<file path="config.mk">
export PLATFORM = sky130hd
export DESIGN_NAME = warp_issue_sched
export DESIGN_NICKNAME = d
export VERILOG_FILES = /design/src/rtl/warp_sched_pkg.sv /design/src/rtl/warp_flag_bank.sv /design/src/rtl/warp_rr_pick.sv /design/src/rtl/warp_issue_sched.sv
export SDC_FILE = /design/constraint.sdc
export NUM_CORES = 1
export LEC_CHECK = 0
export BUFFER_PORTS_ARGS = -buffer_cell sky130_fd_sc_hd__buf_2
export CAP_MARGIN = 25
export CELL_PAD_IN_SITES_DETAIL_PLACEMENT = 1
export CELL_PAD_IN_SITES_GLOBAL_PLACEMENT = 2
export CORE_ASPECT_RATIO = 1.25
export CORE_MARGIN = 2
export CORE_UTILIZATION = 42
export DETAILED_ROUTE_END_ITERATION = 6
export HOLD_SLACK_MARGIN = 0.08
export PLACE_DENSITY = 0.9
export SLEW_MARGIN = 0
export SYNTH_ARGS = -nofsm -noshare
export SYNTH_HDL_FRONTEND = slang
export SYNTH_HIERARCHICAL = 1
export SYNTH_SLANG_ARGS = --single-unit
</file>
<file path="constraint.sdc">
create_clock -name clk -period 16.1 [get_ports clk]
set_input_delay 3.22 -clock clk [delete_from_list [all_inputs] [get_ports clk]]
set_output_delay 3.22 -clock clk [all_outputs]
set_load 0.01 [all_outputs]
</file>
<file path="src/rtl/warp_sched_pkg.sv">
package warp_sched_pkg;

  // Next index after v in a ring of n entries.
  function automatic int unsigned ring_next(input int unsigned v, input int unsigned n);
    return (v + 1 >= n) ? 0 : v + 1;
  endfunction

endpackage

</file>
<file path="src/rtl/warp_flag_bank.sv">
// One state bit per warp. A set strobe and a clear strobe each name a warp.
// When both name the same warp, set wins.
module warp_flag_bank #(
  parameter int NUM_WARPS = 32,
  parameter int WID_W     = 5
) (
  input  logic                 clk,
  input  logic                 rst,
  input  logic                 set_stb,
  input  logic [WID_W-1:0]     set_id,
  input  logic                 clr_stb,
  input  logic [WID_W-1:0]     clr_id,
  output logic [NUM_WARPS-1:0] flags
);

  for (genvar g = 0; g < NUM_WARPS; g++) begin : g_flag
    always_ff @(posedge clk) begin
      if (rst)
        flags[g] <= 1'b0;
      else if (set_stb && set_id == WID_W'(g))
        flags[g] <= 1'b1;
      else if (clr_stb && clr_id == WID_W'(g))
        flags[g] <= 1'b0;
    end
  end

  // same-cycle set and clear on one warp leaves it set
  assert_set_wins_R7: assert property (@(posedge clk) disable iff (rst)
    (set_stb && clr_stb && set_id == clr_id) |=> flags[$past(set_id)]);

  // a lone clear removes the flag on the next cycle
  assert_clear_takes_R6: assert property (@(posedge clk) disable iff (rst)
    (clr_stb && !(set_stb && set_id == clr_id)) |=> !flags[$past(clr_id)]);

endmodule

</file>
<file path="src/rtl/warp_rr_pick.sv">
// Combinational rotating search: the first eligible warp at or after ptr.
module warp_rr_pick #(
  parameter int NUM_WARPS = 32,
  parameter int WID_W     = 5
) (
  input  logic [NUM_WARPS-1:0] elig,
  input  logic [WID_W-1:0]     ptr,
  output logic                 hit,
  output logic [WID_W-1:0]     sel
);

  always_comb begin
    hit = 1'b0;
    sel = '0;
    for (int i = 0; i < NUM_WARPS; i++) begin
      int idx;
      idx = int'(ptr) + i;
      if (idx >= NUM_WARPS) idx = idx - NUM_WARPS;
      if (!hit && elig[idx]) begin
        hit = 1'b1;
        sel = WID_W'(idx);
      end
    end
  end

endmodule

</file>
<file path="src/rtl/warp_issue_sched.sv">
module warp_issue_sched
  import warp_sched_pkg::*;
#(
  parameter int NUM_WARPS = 32,
  parameter int WID_W     = (NUM_WARPS > 1) ? $clog2(NUM_WARPS) : 1
) (
  input  logic                 clk,
  input  logic                 rst,
  input  logic [NUM_WARPS-1:0] warp_valid,
  input  logic                 retire_stb,
  input  logic [WID_W-1:0]     retire_wid,
  input  logic                 memblk_stb,
  input  logic [WID_W-1:0]     memblk_wid,
  input  logic                 memdone_stb,
  input  logic [WID_W-1:0]     memdone_wid,
  output logic                 issue_vld,
  output logic [WID_W-1:0]     issue_wid
);

  logic [NUM_WARPS-1:0] in_flight;
  logic [NUM_WARPS-1:0] mem_wait;
  logic [NUM_WARPS-1:0] elig;
  logic [WID_W-1:0]     rr_ptr;
  logic                 pick_hit;
  logic [WID_W-1:0]     pick_sel;

  assign elig = warp_valid & ~in_flight & ~mem_wait;

  warp_rr_pick #(.NUM_WARPS(NUM_WARPS), .WID_W(WID_W)) u_pick (
    .elig (elig),
    .ptr  (rr_ptr),
    .hit  (pick_hit),
    .sel  (pick_sel)
  );

  // In-flight bit: set by a grant, cleared by retire
  warp_flag_bank #(.NUM_WARPS(NUM_WARPS), .WID_W(WID_W)) u_inflight (
    .clk     (clk),
    .rst     (rst),
    .set_stb (pick_hit),
    .set_id  (pick_sel),
    .clr_stb (retire_stb),
    .clr_id  (retire_wid),
    .flags   (in_flight)
  );

  // Memory-wait bit: set by a block strobe, cleared by completion
  warp_flag_bank #(.NUM_WARPS(NUM_WARPS), .WID_W(WID_W)) u_memwait (
    .clk     (clk),
    .rst     (rst),
    .set_stb (memblk_stb),
    .set_id  (memblk_wid),
    .clr_stb (memdone_stb),
    .clr_id  (memdone_wid),
    .flags   (mem_wait)
  );

  always_ff @(posedge clk) begin
    if (rst) begin
      issue_vld <= 1'b0;
      issue_wid <= '0;
      rr_ptr    <= '0;
    end else begin
      issue_vld <= pick_hit;
      if (pick_hit) begin
        issue_wid <= pick_sel;
        rr_ptr    <= WID_W'(ring_next(int'(pick_sel), NUM_WARPS));
      end
    end
  end

  // Eligibility of the previous cycle, held only for the checks below
  logic [NUM_WARPS-1:0] elig_q;
  always_ff @(posedge clk) begin
    if (rst) elig_q <= '0;
    else     elig_q <= elig;
  end

  // an issued warp was eligible in the decision cycle
  assert_granted_eligible_R2: assert property (@(posedge clk) disable iff (rst)
    issue_vld |-> elig_q[issue_wid]);

  // one warp never issues in two consecutive cycles
  assert_no_reissue_R5: assert property (@(posedge clk) disable iff (rst)
    (issue_vld && $past(issue_vld)) |-> (issue_wid != $past(issue_wid)));

  // no eligible warp means no grant in the next cycle
  assert_idle_no_grant_R8: assert property (@(posedge clk) disable iff (rst)
    (elig == '0) |=> !issue_vld);

  // the search pointer does not move across an idle cycle
  assert_ptr_hold_R8: assert property (@(posedge clk) disable iff (rst)
    (elig == '0) |=> $stable(rr_ptr));

endmodule

</file>
After elaboration in Yosys (flattened, before gate mapping) --
Index checks and enable logic that the tools add are counted.
Storage, ports and cells: bits in registers 75, input port bits 52, output and inout bits 6, logic and storage cells 903
Cells by class: add/subtract/negate cells 64, order comparisons 65, equal/unequal tests 124, mux-type cells 321, bitwise gates (word level) 4, reduce and logical (&&, ||, !) cells 258
Operators with widths (number):
- less-than comparator 32 x 7 -> 1 bit (second input constant) | 32
- 2-to-1 mux 32 bit | 32
- >= comparator 32 x 7 -> 1 bit (second input constant) | 31
- subtractor 32 x 7 -> 32 bit (second input constant) | 31
- equality test 5 bit (second input constant) | 64
- 2-to-1 mux 1 bit | 224
- 2-to-1 mux 5 bit | 33
- binary-select mux 1 bit (select 5 bit) | 32
- equality test 5 x 4 -> 1 bit (second input constant) | 32
- logical AND 1 bit | 159
- nonzero test 2 bit | 64
- adder 5 x 5 -> 6 bit (second input constant) | 16
- equality test 5 x 3 -> 1 bit (second input constant) | 16
- bitwise AND 32 bit | 2
- NOT 32 bit | 2
- adder 5 x 4 -> 6 bit (second input constant) | 8
- equality test 5 x 2 -> 1 bit (second input constant) | 8
- logical NOT 1 bit | 31
- adder 5 x 3 -> 6 bit (second input constant) | 4
- equality test 5 x 1 -> 1 bit (second input constant) | 4
- logical NOT 5 bit | 4
- adder 5 x 1 -> 6 bit (second input constant) | 2
- adder 5 x 2 -> 6 bit (second input constant) | 2
- subtractor 5 x 6 -> 7 bit (second input constant) | 1
- 2 further kinds | 2

Longest topological paths before layout --
Gate-level depths: netlist of run 1.
depth after elaboration 103, depth in mapped cells 27, gate-level depth less buffers 18

By module --
The synthesis of run 1 kept the hierarchy.
Modules (own cells, without submodules):
- warp_rr_pick | instances 1, cells an instance 768, area an instance 6336.1 um^2, sequential area each 0.0 um^2
- warp_flag_bank | instances 2, cells an instance 163, area an instance 1375.1 um^2, sequential area each 640.6 um^2
- warp_issue_sched | instances 1, cells an instance 77, area an instance 700.7 um^2, sequential area each 220.2 um^2

Least setup slack after synthesis of run 1 --
Ideal clock, no wire load.
path type input-to-reg, from input warp_valid[19], to register rr_ptr[4], library setup time 0.086 ns, arrival time 7.728 ns, slack 8.286 ns, cell stages on the path 16, cells stage by stage nor3b_1 -> mux2_2 -> mux4_2 -> mux4_2 -> clkinv_2 -> nand4_4 -> or4b_4 -> or4_4 -> or3_1 -> buf_6 -> o211a_1 -> o221ai_1 -> ha_1 -> nand3_2 -> o21a_1 -> a221oi_2
Between the ends: word-level cells in the longest chain between the ends 102, elaborated cells between the ends (all ways) 227
Ends and longest elaborated chain:
- from (decl) | line warp_issue_sched.sv:9 | input logic [NUM_WARPS-1:0] warp_valid,
- bitwise AND 32 bit * (2 in series) | line warp_issue_sched.sv:27 | assign elig = warp_valid & ~in_flight & ~mem_wait;
- binary-select mux 1 bit (select 5 bit) | line warp_rr_pick.sv:19 | if (!hit && elig[idx]) begin
- 2-to-1 mux 1 bit (not written as such) (2 in series) | line warp_rr_pick.sv:19
- 2-to-1 mux 1 bit | line warp_rr_pick.sv:19
- logical NOT 1 bit | line warp_rr_pick.sv:19
- logical AND 1 bit | line warp_rr_pick.sv:19
- 2-to-1 mux 1 bit | line warp_rr_pick.sv:19
- logical NOT 1 bit | line warp_rr_pick.sv:19
- [85 not listed]
- 2-to-1 mux 1 bit | line warp_rr_pick.sv:19
- logical NOT 1 bit | line warp_rr_pick.sv:19
- logical AND 1 bit | line warp_rr_pick.sv:19
- 2-to-1 mux 5 bit * | line warp_rr_pick.sv:19
- net pick_sel[1] | line warp_issue_sched.sv:25 | logic [WID_W-1:0] pick_sel;
- adder 5 x 1 -> 6 bit * | line warp_sched_pkg.sv:5 | return (v + 1 >= n) ? 0 : v + 1;
- >= comparator 6 bit | line warp_sched_pkg.sv:5
- 2-to-1 mux 5 bit * | line warp_sched_pkg.sv:5
- to (signal assigned) | line warp_issue_sched.sv:67 | rr_ptr <= WID_W'(ring_next(int'(pick_sel), NUM_WARPS));
- to (decl) | line warp_issue_sched.sv:23 | logic [WID_W-1:0] rr_ptr;
Mark *: on every way through the listed nets, which the timed path passes. The rest lies on a longest branch. The select of a mux whose other input is x is not followed. A chain may end at the register's enable or synchronous reset.

Worst setup path after layout of run 1 --
from input warp_valid[11], to register rr_ptr[4]
Between the ends: word-level cells in the longest chain between the ends 102, elaborated cells between the ends (all ways) 227
Ends and longest elaborated chain:
- bitwise AND 32 bit * (2 in series) | line warp_issue_sched.sv:27
- net elig[11] | line warp_issue_sched.sv:22 | logic [NUM_WARPS-1:0] elig;
- binary-select mux 1 bit (select 5 bit) | line warp_rr_pick.sv:19
- 2-to-1 mux 1 bit (not written as such) (2 in series) | line warp_rr_pick.sv:19
- 2-to-1 mux 1 bit | line warp_rr_pick.sv:19
- logical NOT 1 bit | line warp_rr_pick.sv:19
- logical AND 1 bit | line warp_rr_pick.sv:19
- 2-to-1 mux 1 bit | line warp_rr_pick.sv:19
- [86 not listed]
- 2-to-1 mux 1 bit | line warp_rr_pick.sv:19
- logical NOT 1 bit | line warp_rr_pick.sv:19
- logical AND 1 bit | line warp_rr_pick.sv:19
- 2-to-1 mux 5 bit * | line warp_rr_pick.sv:19
- net pick_sel[1] | line warp_issue_sched.sv:25
- adder 5 x 1 -> 6 bit * | line warp_sched_pkg.sv:5
- >= comparator 6 bit | line warp_sched_pkg.sv:5
- 2-to-1 mux 5 bit * | line warp_sched_pkg.sv:5
Marks and branches as above.

==> run_results.csv, run 1 <==
group,metric,value,unit
worst_hold_path,hp-class,"reg -> reg",
final_layout,drive_above_1_share,18.6,%
final_layout,fillers,2784,
route,drt_iter0_markers,704,
clocking,root_buffer,"clkbuf_16",
global_routing,grt_max_degree,55,
timing,maxSlewHeadroom,25.2,%
final_layout,layout.nets,1262,
synthesis,netlist_area,0.00979,mm2
final_layout,seq_area,0.00151,mm2
worst_hold_path,hp-start,"issue_wid[3]",
timing,finalHoldViolCount,0,
clocking,ctsHoldBuffers,0,
timing,finalMaxSlewViolations,0,
timing,whs,0.493,ns
placed_design,io_buffer_count,57,
setup_path,crit_arrival,8.97,ns
run_status,status,"finished clean",
synthesis,seq_area_frac_synth,15.3,%
route,drt-pass1-iter-count,5,
clocking,clk_latency,0.34,ns
timing,rsz0062_at_grt,"no",
timing,post-route-min-period,8.72,ns
timing,setup_viol,0,
placed_design,place_congestion,1.02,
clocking,postCtsSetupBuffers,0,
timing,fin_tns_setup,0,ns
floorplanning,die_h,175,um
floorplanning,die_area,0.0245,mm2
route,num_vias,10500,
setup_path,r2r-start,"rr_ptr[0]",
setup_path,cp-end-kind,"flip-flop",
clocking,clk_pin_slew,0.06,ns
floorplanning,core.rowCount,62,
synthesis,synthArstFlopShare,0,%
synthesis,synth_edf_count,0,
global_routing,grt-ovfl-total,0,
timing,clock_skew,0.00720,ns
global_routing,gr-usage-all-layers,34.1,%
placed_design,hpwl,33000,um
final_layout,multi_input_area,0.00792,mm2
synthesis,syn_nets,1236,
clocking,clock_path_buffers,2,
route,antenna_left,0,
setup_path,critPathMaxFanout,12,
timing,max_freq,0.115,GHz
global_routing,antenna_found_initial,0,
placed_design,place_ws,7.15,ns
synthesis,synth_top_area_share,15.9,%
floorplanning,core,0.0230,mm2
synthesis,synth.largest_area_cell,"mux4_2",
route,wl,42300,um
setup_path,start_kind,"primary input",
synthesis,syn_inst,1171,
floorplanning,dieWidth,141,um
synthesis,synthFlopType,"dfxtp_1",
timing,worstMarginPinSlew,1.12,ns
synthesis,synthTopCellsByArea,"mux4_2 16%, dfxtp_1 15%, mux2i_1 9.8%",
synthesis,avgSynthCellArea,8.36,um2
final_layout,antennaDiodeCount,0,
final_layout,area_delta_synth_final,8.28,%
clocking,cts_max_level,3,
setup_path,setup.worst_path.class,"in -> reg",
setup_path,required,16.35,ns
timing,worst_slack,7.38,ns
route,avgViaCountPerCell,7.05,
route,avgRoutedWirePerCell,28.4,um
synthesis,ys_ff_latch,75,
clocking,cts_tree,"done",
timing,period_share,54.2,%
synthesis,yosys_warnings,6,
floorplanning,initial_core_util,42.6,%
setup_path,crit_start,"warp_valid[11]",
run,cap_violations,0,
clocking,clock-sinks,75,
synthesis,yosysUniqueCellTypes,87,
clocking,numCtsBuffers,9,
route,drc,0,
floorplanning,ios,58,
global_routing,grt_pass1_wl,64400,um
global_routing,grt_pass1_vias,10700,
clocking,cts-resized-gates,0,
-- sequential cells by signal (all words and copies together), names as in the netlist --
register / cells
u_memwait/flags: 32
issue_vld: 1
issue_wid: 5
u_inflight/flags: 32
rr_ptr: 5
-- synth_stat cells (5+ instances only) --
| cell | instances |
|---|---|
| clkbuf_1 | 33 |
| o211ai_1 | 9 |
| nand4b_1 | 8 |
| nand2b_1 | 10 |
| nor2_1 | 66 |
| a21boi_0 | 6 |
| xnor2_1 | 29 |
| a21o_1 | 5 |
| ha_1 | 13 |
| and3_1 | 7 |
| nor2b_1 | 77 |
| a211o_1 | 5 |
| dfxtp_1 | 75 |
| a21oi_1 | 46 |
| nand3_1 | 42 |
| nand2_1 | 91 |
| or3_1 | 7 |
| xor2_1 | 7 |
| a31oi_1 | 9 |
| inv_1 | 7 |
| nor3_1 | 22 |
| a221oi_1 | 5 |
| nand4_1 | 22 |
| o221ai_1 | 5 |
| nand4bb_1 | 6 |
| buf_2 | 18 |
| buf_1 | 5 |
| o21a_1 | 6 |
| mux2_2 | 31 |
| buf_4 | 5 |
| o21ai_0 | 73 |
| mux4_2 | 69 |
| nor4_1 | 11 |
| a211oi_1 | 12 |
| nor3b_1 | 35 |
| o21ai_1 | 87 |
| o211a_1 | 5 |
| o22ai_1 | 9 |
| and2_1 | 6 |
| mux2i_1 | 96 |
-- metal layers --
metal	part of all wire [%]	vias up	wire length, um	track usage (%)
met5	0	-	0	0
met3	6.4	193	2690	3.62
met4	9.4	0	3950	27.7
li1	-	4594	-	-
met2	48	562	20100	57.5
met1	37	5154	15500	39.1
-- critical path: stages --
cell and delay, ns:
buf_2 0.10, nor3b_1 0.23, mux4_2 0.49, mux2_2 0.32, a22oi_1 0.23, o21a_1 0.36
and3_1 0.47, nand3_1 0.46, nor4_2 0.74, nand3_1 0.23, nor2_1 0.42, a21oi_1 0.13
o211a_1 0.14, o221ai_1 0.52, ha_1 0.33, nand3_2 0.09, o21a_1 0.23, a221oi_2 0.24
-- cells in the final DEF (no fill, tap or decap), types with 6 or more instances in the layout --
cell / n
nor2b_1: 77
or3_1: 7
a21oi_1: 46
a31oi_1: 9
dfxtp_1: 72
o21a_1: 6
nor3_1: 22
nand2_1: 91
o21ai_0: 73
o211ai_1: 9
nand4b_1: 8
and3_1: 7
nor3b_1: 35
nand4bb_1: 6
xnor2_1: 28
nand2b_1: 10
inv_1: 7
o22ai_1: 9
nand4_1: 22
ha_1: 13
a211oi_1: 12
mux2_2: 31
clkbuf_16: 9
buf_4: 23
and2_1: 6
nor4_1: 11
o21ai_1: 87
nor2_1: 66
nand3_1: 42
xor2_1: 7
mux4_2: 69
a21boi_0: 6
buf_2: 57
mux2i_1: 96
-- area by class of cell --
class                           instances  share of cell area, %
Multi-Input combinational cell       1017                   74.8
Sequential cell                        75                   14.2
Timing Repair Buffer                   80                   4.32
Tap cell                              288                   3.40
Clock buffer                            9                   2.13
Clock inverter                          7                  0.649
Inverter                               14                  0.508
-- logic make-up after synthesis --
family / count (synthesis) / share of synthesized area (%)
multiplexers: 198 / 29.7
flip-flops: 75 / 15.3
adder cells (fa/ha/maj): 13 / 1.66
AND/OR/NAND/NOR: 438 / 25.0
AO/OA/AOI/OAI: 331 / 21.1
XOR/XNOR: 37 / 3.39
buffers and inverters: 79 / 3.77
-- worst paths after layout --
path / to / slack, ns / cells past startpoint
max: rr_ptr[4] / 7.38 / 18
max reg2reg: rr_ptr[4] / 8.48 / 21
min: issue_wid[3] / 0.49 / 2
min reg2reg: issue_wid[3] / 0.49 / 2
-- metrics by stage --
stage               area (um2)  std cells  util, %
floorplan                 9790       1171        -
global placement         10300       1474     44.9
detailed placement       10300       1474     44.9
CTS                      10600       1490     46.2
global route             10600       1490     46.2
finish                   10600       1490     46.2
Power of run 1 is not shown: default switching activity piles up to over one toggle a cycle in this logic, so the estimate is an artifact.
==> run 2, diff against run 1 <==
--- a/config.mk
+++ b/config.mk
@@ -11,10 +11,10 @@
 export CELL_PAD_IN_SITES_GLOBAL_PLACEMENT = 2
 export CORE_ASPECT_RATIO = 1.25
 export CORE_MARGIN = 2
-export CORE_UTILIZATION = 42
+export CORE_UTILIZATION = 35
 export DETAILED_ROUTE_END_ITERATION = 6
 export HOLD_SLACK_MARGIN = 0.08
-export PLACE_DENSITY = 0.9
+export PLACE_DENSITY = 0.8
 export SLEW_MARGIN = 0
 export SYNTH_ARGS = -nofsm -noshare
 export SYNTH_HDL_FRONTEND = slang
==> constraint.sdc (replaced) <==
create_clock -name clk -period 7 [get_ports clk]
set_input_delay 1.4 -clock clk [delete_from_list [all_inputs] [get_ports clk]]
set_output_delay 1.4 -clock clk [all_outputs]
set_load 0.01 [all_outputs]
==> run 2 against run 1 <==
Worst setup slack lost 7.2 ns. Wire length increased by 4.1%. Cell area up 3.5%. Sequential cell count unchanged.
==> run_results.csv, run 2 (synthesized netlist as in run 1, its figures left out) <==
group,metric,value,unit
run_status,status,"finished clean",
setup_path,setup.worst_path.class,"in -> reg",
timing,max_freq,0.148,GHz
timing,whs,0.502,ns
global_routing,grt-ovfl-total,0,
floorplanning,die_area,0.0293,mm2
final_layout,final_util,39.8,%
timing,post-route-min-period,6.78,ns
timing,rsz0062_at_grt,"no",
placed_design,hpwl,34500,um
floorplanning,core.rowCount,68,
clocking,clock-sinks,75,
clocking,postCtsSetupBuffers,0,
clocking,clock_path_buffers,2,
route,avgRoutedWirePerCell,27.8,um
timing,fin_tns_setup,0,ns
setup_path,crit_path_top_delay_cell,"nor3b_1",
clocking,clk_pin_slew,0.06,ns
final_layout,final_common_cell,"mux2i_1",
placed_design,io_buffer_count,57,
route,drc,0,
final_layout,mostFrequentLayoutCells,"96 x mux2i_1, 91 x nand2_1, 87 x o21ai_1",
floorplanning,die_h,191,um
run,cap_violations,0,
timing,setup_viol,0,
setup_path,path_cells,"buf_2 > nor3b_1 > mux2i_1 > mux2i_1 > o22ai_1 > a211oi_1 > nor3_2 > nand4_1 > buf_4 > nor3_1 > a311o_1 > nor4_1 > nand4_1 > o22a_1 > or3_1 > o21ai_1",
global_routing,antenna_found_initial,0,
floorplanning,ios,58,
timing,worstMarginPinSlew,1.11,ns
placed_design,place_ws,0.0159,ns
global_routing,grt_pass1_vias,10600,
clocking,numCtsBuffers,9,
setup_path,start_kind,"primary input",
timing,worst_slack,0.225,ns
route,drt-pass1-iter-count,4,
floorplanning,dieWidth,154,um
route,avgViaCountPerCell,6.61,
timing,clock_skew,0.0102,ns
setup_path,crit_arrival,7.05,ns
route,num_vias,10500,
clocking,root_buffer,"clkbuf_16",
setup_path,max_stage_delay,0.82,ns
final_layout,layout.nets,1296,
global_routing,grt_pass1_wl,65800,um
final_layout,drive_above_1_share,21.0,%
floorplanning,initial_core_util,35.5,%
floorplanning,core,0.0276,mm2
final_layout,antennaDiodeCount,0,
clocking,cts_max_level,3,
final_layout,largestRegisters,"u_inflight/flags (32), u_memwait/flags (32)",
timing,period_share,96.8,%
route,drt_iter0_markers,893,
global_routing,grt_max_degree,70,
timing,maxSlewHeadroom,25.2,%
route,antenna_left,0,
clocking,clk_latency,0.36,ns
worst_hold_path,hp-class,"reg -> reg",
setup_path,cp-end-kind,"flip-flop",
setup_path,required,7.28,ns
global_routing,gr-usage-all-layers,29.5,%
placed_design,place_congestion,0.975,
final_layout,area_delta_synth_final,12.1,%
route,wl,44000,um
timing,finalMaxSlewViolations,0,
setup_path,critPathMaxFanout,14,
timing,finalHoldViolCount,0,
clocking,cts_tree,"done",
-- run 2: what timing repair did --
action                     4_1_cts  5_1_grt
gates resized for setup          0        2
hold buffers                     0        0
setup endpoints to repair        0        8
hold endpoints to repair         0        0
-- run 2: per-layer routing --
| metal | vias to the layer above | global-route usage, % | share of wire (%) |
|---|---|---|---|
| met4 | 0 | 21.7 | 8.4 |
| met5 | - | 0 | 0 |
| li1 | 4668 | - | - |
| met1 | 5191 | 34.8 | 39 |
| met2 | 476 | 50.1 | 48 |
| met3 | 155 | 2.61 | 5.0 |
-- run 2: layout make-up --
class / instances / area, um2
fill: 3384 / 16600
multi-input combinational: 1017 / 7930
sequential: 75 / 1510
timing repair buffer: 114 / 738
tap: 350 / 438
clock buffer: 9 / 225
clock inverter: 7 / 71.3
inverter: 14 / 53.8
-- run 2: worst max-delay path: cells and delay by family --
family                 cells  cell delay (ns)
buffers and inverters      2             0.36
multiplexers               2             0.52
AO/OA/AOI/OAI              5             1.83
AND/OR/NAND/NOR            7             2.93
-- run 2: through the flow --
stage	instance area, um2	cells
3_5_place_dp	10700	1570
5_1_grt	11000	1586
6_report	11000	1586
2_1_floorplan	9790	1171
3_3_place_gp	10700	1570
4_1_cts	11000	1586
-- run 2: path summary, 6_finish.rpt --
kind                            slack [ns]                    to           from  cells past startpoint
worst max-delay path                  0.22  u_inflight/flags[24]  warp_valid[3]                     16
worst min-delay path                  0.50          issue_wid[2]   issue_wid[2]                      2
worst max register to register        0.57  u_inflight/flags[24]      rr_ptr[1]                     20
worst min register to register        0.50          issue_wid[2]   issue_wid[2]                      2
Power of run 2 is left out for the same reason.
==> run 3, diff against run 2 <==
--- a/config.mk
+++ b/config.mk
@@ -5,13 +5,14 @@
 export SDC_FILE = /design/constraint.sdc
 export NUM_CORES = 1
 export LEC_CHECK = 0
+export ABC_AREA = 1
 export BUFFER_PORTS_ARGS = -buffer_cell sky130_fd_sc_hd__buf_2
 export CAP_MARGIN = 25
 export CELL_PAD_IN_SITES_DETAIL_PLACEMENT = 1
 export CELL_PAD_IN_SITES_GLOBAL_PLACEMENT = 2
 export CORE_ASPECT_RATIO = 1.25
 export CORE_MARGIN = 2
-export CORE_UTILIZATION = 35
+export CORE_UTILIZATION = 30
 export DETAILED_ROUTE_END_ITERATION = 6
 export HOLD_SLACK_MARGIN = 0.08
 export PLACE_DENSITY = 0.8
==> run 3 against run 2 <==
Clock skew fell by 0.0012 ns. Fmax rose by 11%. Non-clock buffer count is 36 lower. Cell count is 8.3% higher. Die area decreased by 5.7%. Cell area down 20%. Largest cell class unchanged.
==> run_results.csv, run 3 <==
group,metric,value,unit
route,antenna_left,0,
floorplanning,dieWidth,149,um
floorplanning,ios,58,
final_layout,layout.nets,1437,
global_routing,grt_max_degree,74,
final_layout,drive_above_1_share,15.0,%
setup_path,endpoint,"u_inflight/flags[4]",
setup_path,critPathMaxFanout,33,
setup_path,max_stage_delay,0.53,ns
final_layout,final_common_cell,"nand2_1",
synthesis,synth.largest_area_cell,"dfxtp_1",
setup_path,required,7.26,ns
global_routing,gr-usage-all-layers,26.0,%
timing,finalMaxSlewViolations,0,
global_routing,grt_pass1_wl,54300,um
synthesis,netlist_area,0.00790,mm2
run_status,status,"finished clean",
timing,fin_tns_setup,0,ns
floorplanning,initial_core_util,30.5,%
timing,post-route-min-period,6.13,ns
setup_path,crit_start,"rr_ptr[1]",
final_layout,mostFrequentLayoutCells,"358 x nand2_1, 291 x nand3_1, 150 x nor2_1",
timing,setup_viol,0,
route,drt_iter0_markers,552,
setup_path,r2r-start,"rr_ptr[1]",
floorplanning,die_h,185,um
floorplanning,die_area,0.0277,mm2
timing,period_share,87.5,%
clocking,clock-sinks,75,
timing,worstMarginPinSlew,0.961,ns
route,wl,35400,um
clocking,cts_max_level,3,
setup_path,reg2reg_slack,0.87,ns
clocking,cts-resized-gates,0,
timing,finalHoldViolCount,0,
timing,maxSlewHeadroom,35.2,%
final_layout,largestRegisters,"u_inflight/flags (32), u_memwait/flags (32)",
synthesis,syn_nets,1395,
final_layout,antennaDiodeCount,0,
synthesis,seq_area_frac_synth,19.0,%
clocking,numCtsBuffers,9,
setup_path,setup.worst_path.class,"reg -> reg",
synthesis,synth_edf_count,0,
synthesis,yosysMostFrequentCell,"nand2_1",
setup_path,crit_top_cell,"nor2_4",
setup_path,start_kind,"flip-flop",
pwr,peakVddDrop,0.000217,V
synthesis,synth_top_area_share,19.0,%
pwr,power.total,5.27,mW
setup_path,cp_top_family,"simple AND/OR/NAND/NOR gates",
placed_design,io_buffer_count,57,
synthesis,ys_ff_latch,75,
route,avgViaCountPerCell,5.42,
global_routing,grt_pass1_vias,9499,
setup_path,crit_path_top_delay_cell,"inv_1",
timing,rsz0062_at_grt,"no",
placed_design,hpwl,28000,um
run,cap_violations,0,
synthesis,synth_common_cells,"358 x nand2_1, 291 x nand3_1, 150 x nor2_1, 82 x inv_1, 75 x dfxtp_1",
floorplanning,core.rowCount,66,
floorplanning,core,0.0259,mm2
route,num_vias,9299,
timing,max_freq,0.163,GHz
global_routing,antenna_found_initial,0,
route,avgRoutedWirePerCell,20.6,um
setup_path,path_buf_inv,3,
setup_path,cp-end-kind,"flip-flop",
clocking,cts_tree,"done",
synthesis,synthTopCellsByArea,"dfxtp_1 19%, nand3_1 18%, nand2_1 17%",
timing,clock_skew,0.00905,ns
pwr,leakagePower,3.62,nW
route,drt-pass1-iter-count,5,
clocking,root_buffer,"clkbuf_16",
global_routing,grt-ovfl-total,0,
clocking,clock_path_buffers,2,
pwr,p_per_area,603,mW/mm2
clocking,postCtsSetupBuffers,0,
clocking,ctsHoldBuffers,0,
synthesis,avgSynthCellArea,5.94,um2
clocking,clk_latency,0.34,ns
synthesis,syn_inst,1330,
synthesis,yosys_warnings,6,
clocking,clk_pin_slew,0.06,ns
final_layout,area_delta_synth_final,10.6,%
worst_hold_path,hp-class,"reg -> reg",
synthesis,synthArstFlopShare,0,%
setup_path,crit_cells,26,
route,drc,0,
synthesis,yosysUniqueCellTypes,46,
synthesis,synthFlopType,"dfxtp_1",
placed_design,place_congestion,0.952,
setup_path,crit_arrival,6.38,ns
setup_path,worstRegToRegCells,26,
setup_path,r2r_end,"u_inflight/flags[4]",
==> run 3: cell families after synthesis <==
| family | Yosys count | share of synthesized area, % |
|---|---|---|
| adder cells (fa/ha/maj) | 13 | 2.06 |
| AO/OA/AOI/OAI | 130 | 10.2 |
| buffers and inverters | 151 | 9.20 |
| XOR/XNOR | 19 | 2.63 |
| AND/OR/NAND/NOR | 942 | 56.9 |
| flip-flops | 75 | 19.0 |
==> run 3: area by class of cell <==
cell class              instances  area [um2]
clock inverters                 5        52.6
multi-input cells            1104        5670
well taps                     340         425
repair buffers                 78         443
inverters                     104         399
flip-flops and latches         75        1500
clock buffers                  11         243
fillers                      3553       17200
==> run 3: routing by layer <==
metal | wire, um | up-vias | share of wire [%] | track usage (%)
met5 | 0 | - | 0 | 0
met4 | 2250 | 0 | 6.3 | 15.1
met3 | 1120 | 80 | 3.2 | 2.55
met2 | 17700 | 222 | 50 | 47.1
met1 | 14400 | 4462 | 41 | 29.5
li1 | - | 4535 | - | -
==> run 3: worst min-delay path by stage <==
stage	from	endpoint	cells after the start
2_1_floorplan	u_memwait/flags[31]	u_memwait/flags[31]	2
3_5_place_dp	u_memwait/flags[10]	u_memwait/flags[10]	2
6_report	issue_wid[3]	issue_wid[3]	2
5_1_grt	u_memwait/flags[11]	u_memwait/flags[11]	2
4_1_cts	u_memwait/flags[10]	u_memwait/flags[10]	2
3_3_place_gp	issue_wid[3]	issue_wid[3]	2
==> run 3: tightest hold or removal path, stage by stage, from the launching register on <==
cell	delay (ns)
dfxtp_1	0.31
nand2_1	0.06
a21oi_1	0.05
==> run 3: stage by stage <==
step                      setup slack (ns)  std cells  hold WS [ns]  cell area, um2  util, %
after global placement               0.832       1701         0.451            8440     32.6
after floorplan                       1.91       1330         0.433            7900        -
final                                0.873       1717         0.459            8740     33.7
after CTS                            0.978       1717         0.464            8740     33.7
after global routing                 0.479       1717         0.479            8740     33.7
after detailed placement             0.686       1701         0.455            8440     32.6
==> run 3: power by group <==
part,internal [mW],leakage (nW),switching [mW]
clock,0.284,0.145,0.183
sequential,0.492,0.608,0.0697
combinational,1.10,2.86,3.14
total,1.87,3.62,3.39
No activity file was read; power rests on OpenSTA's default activity.
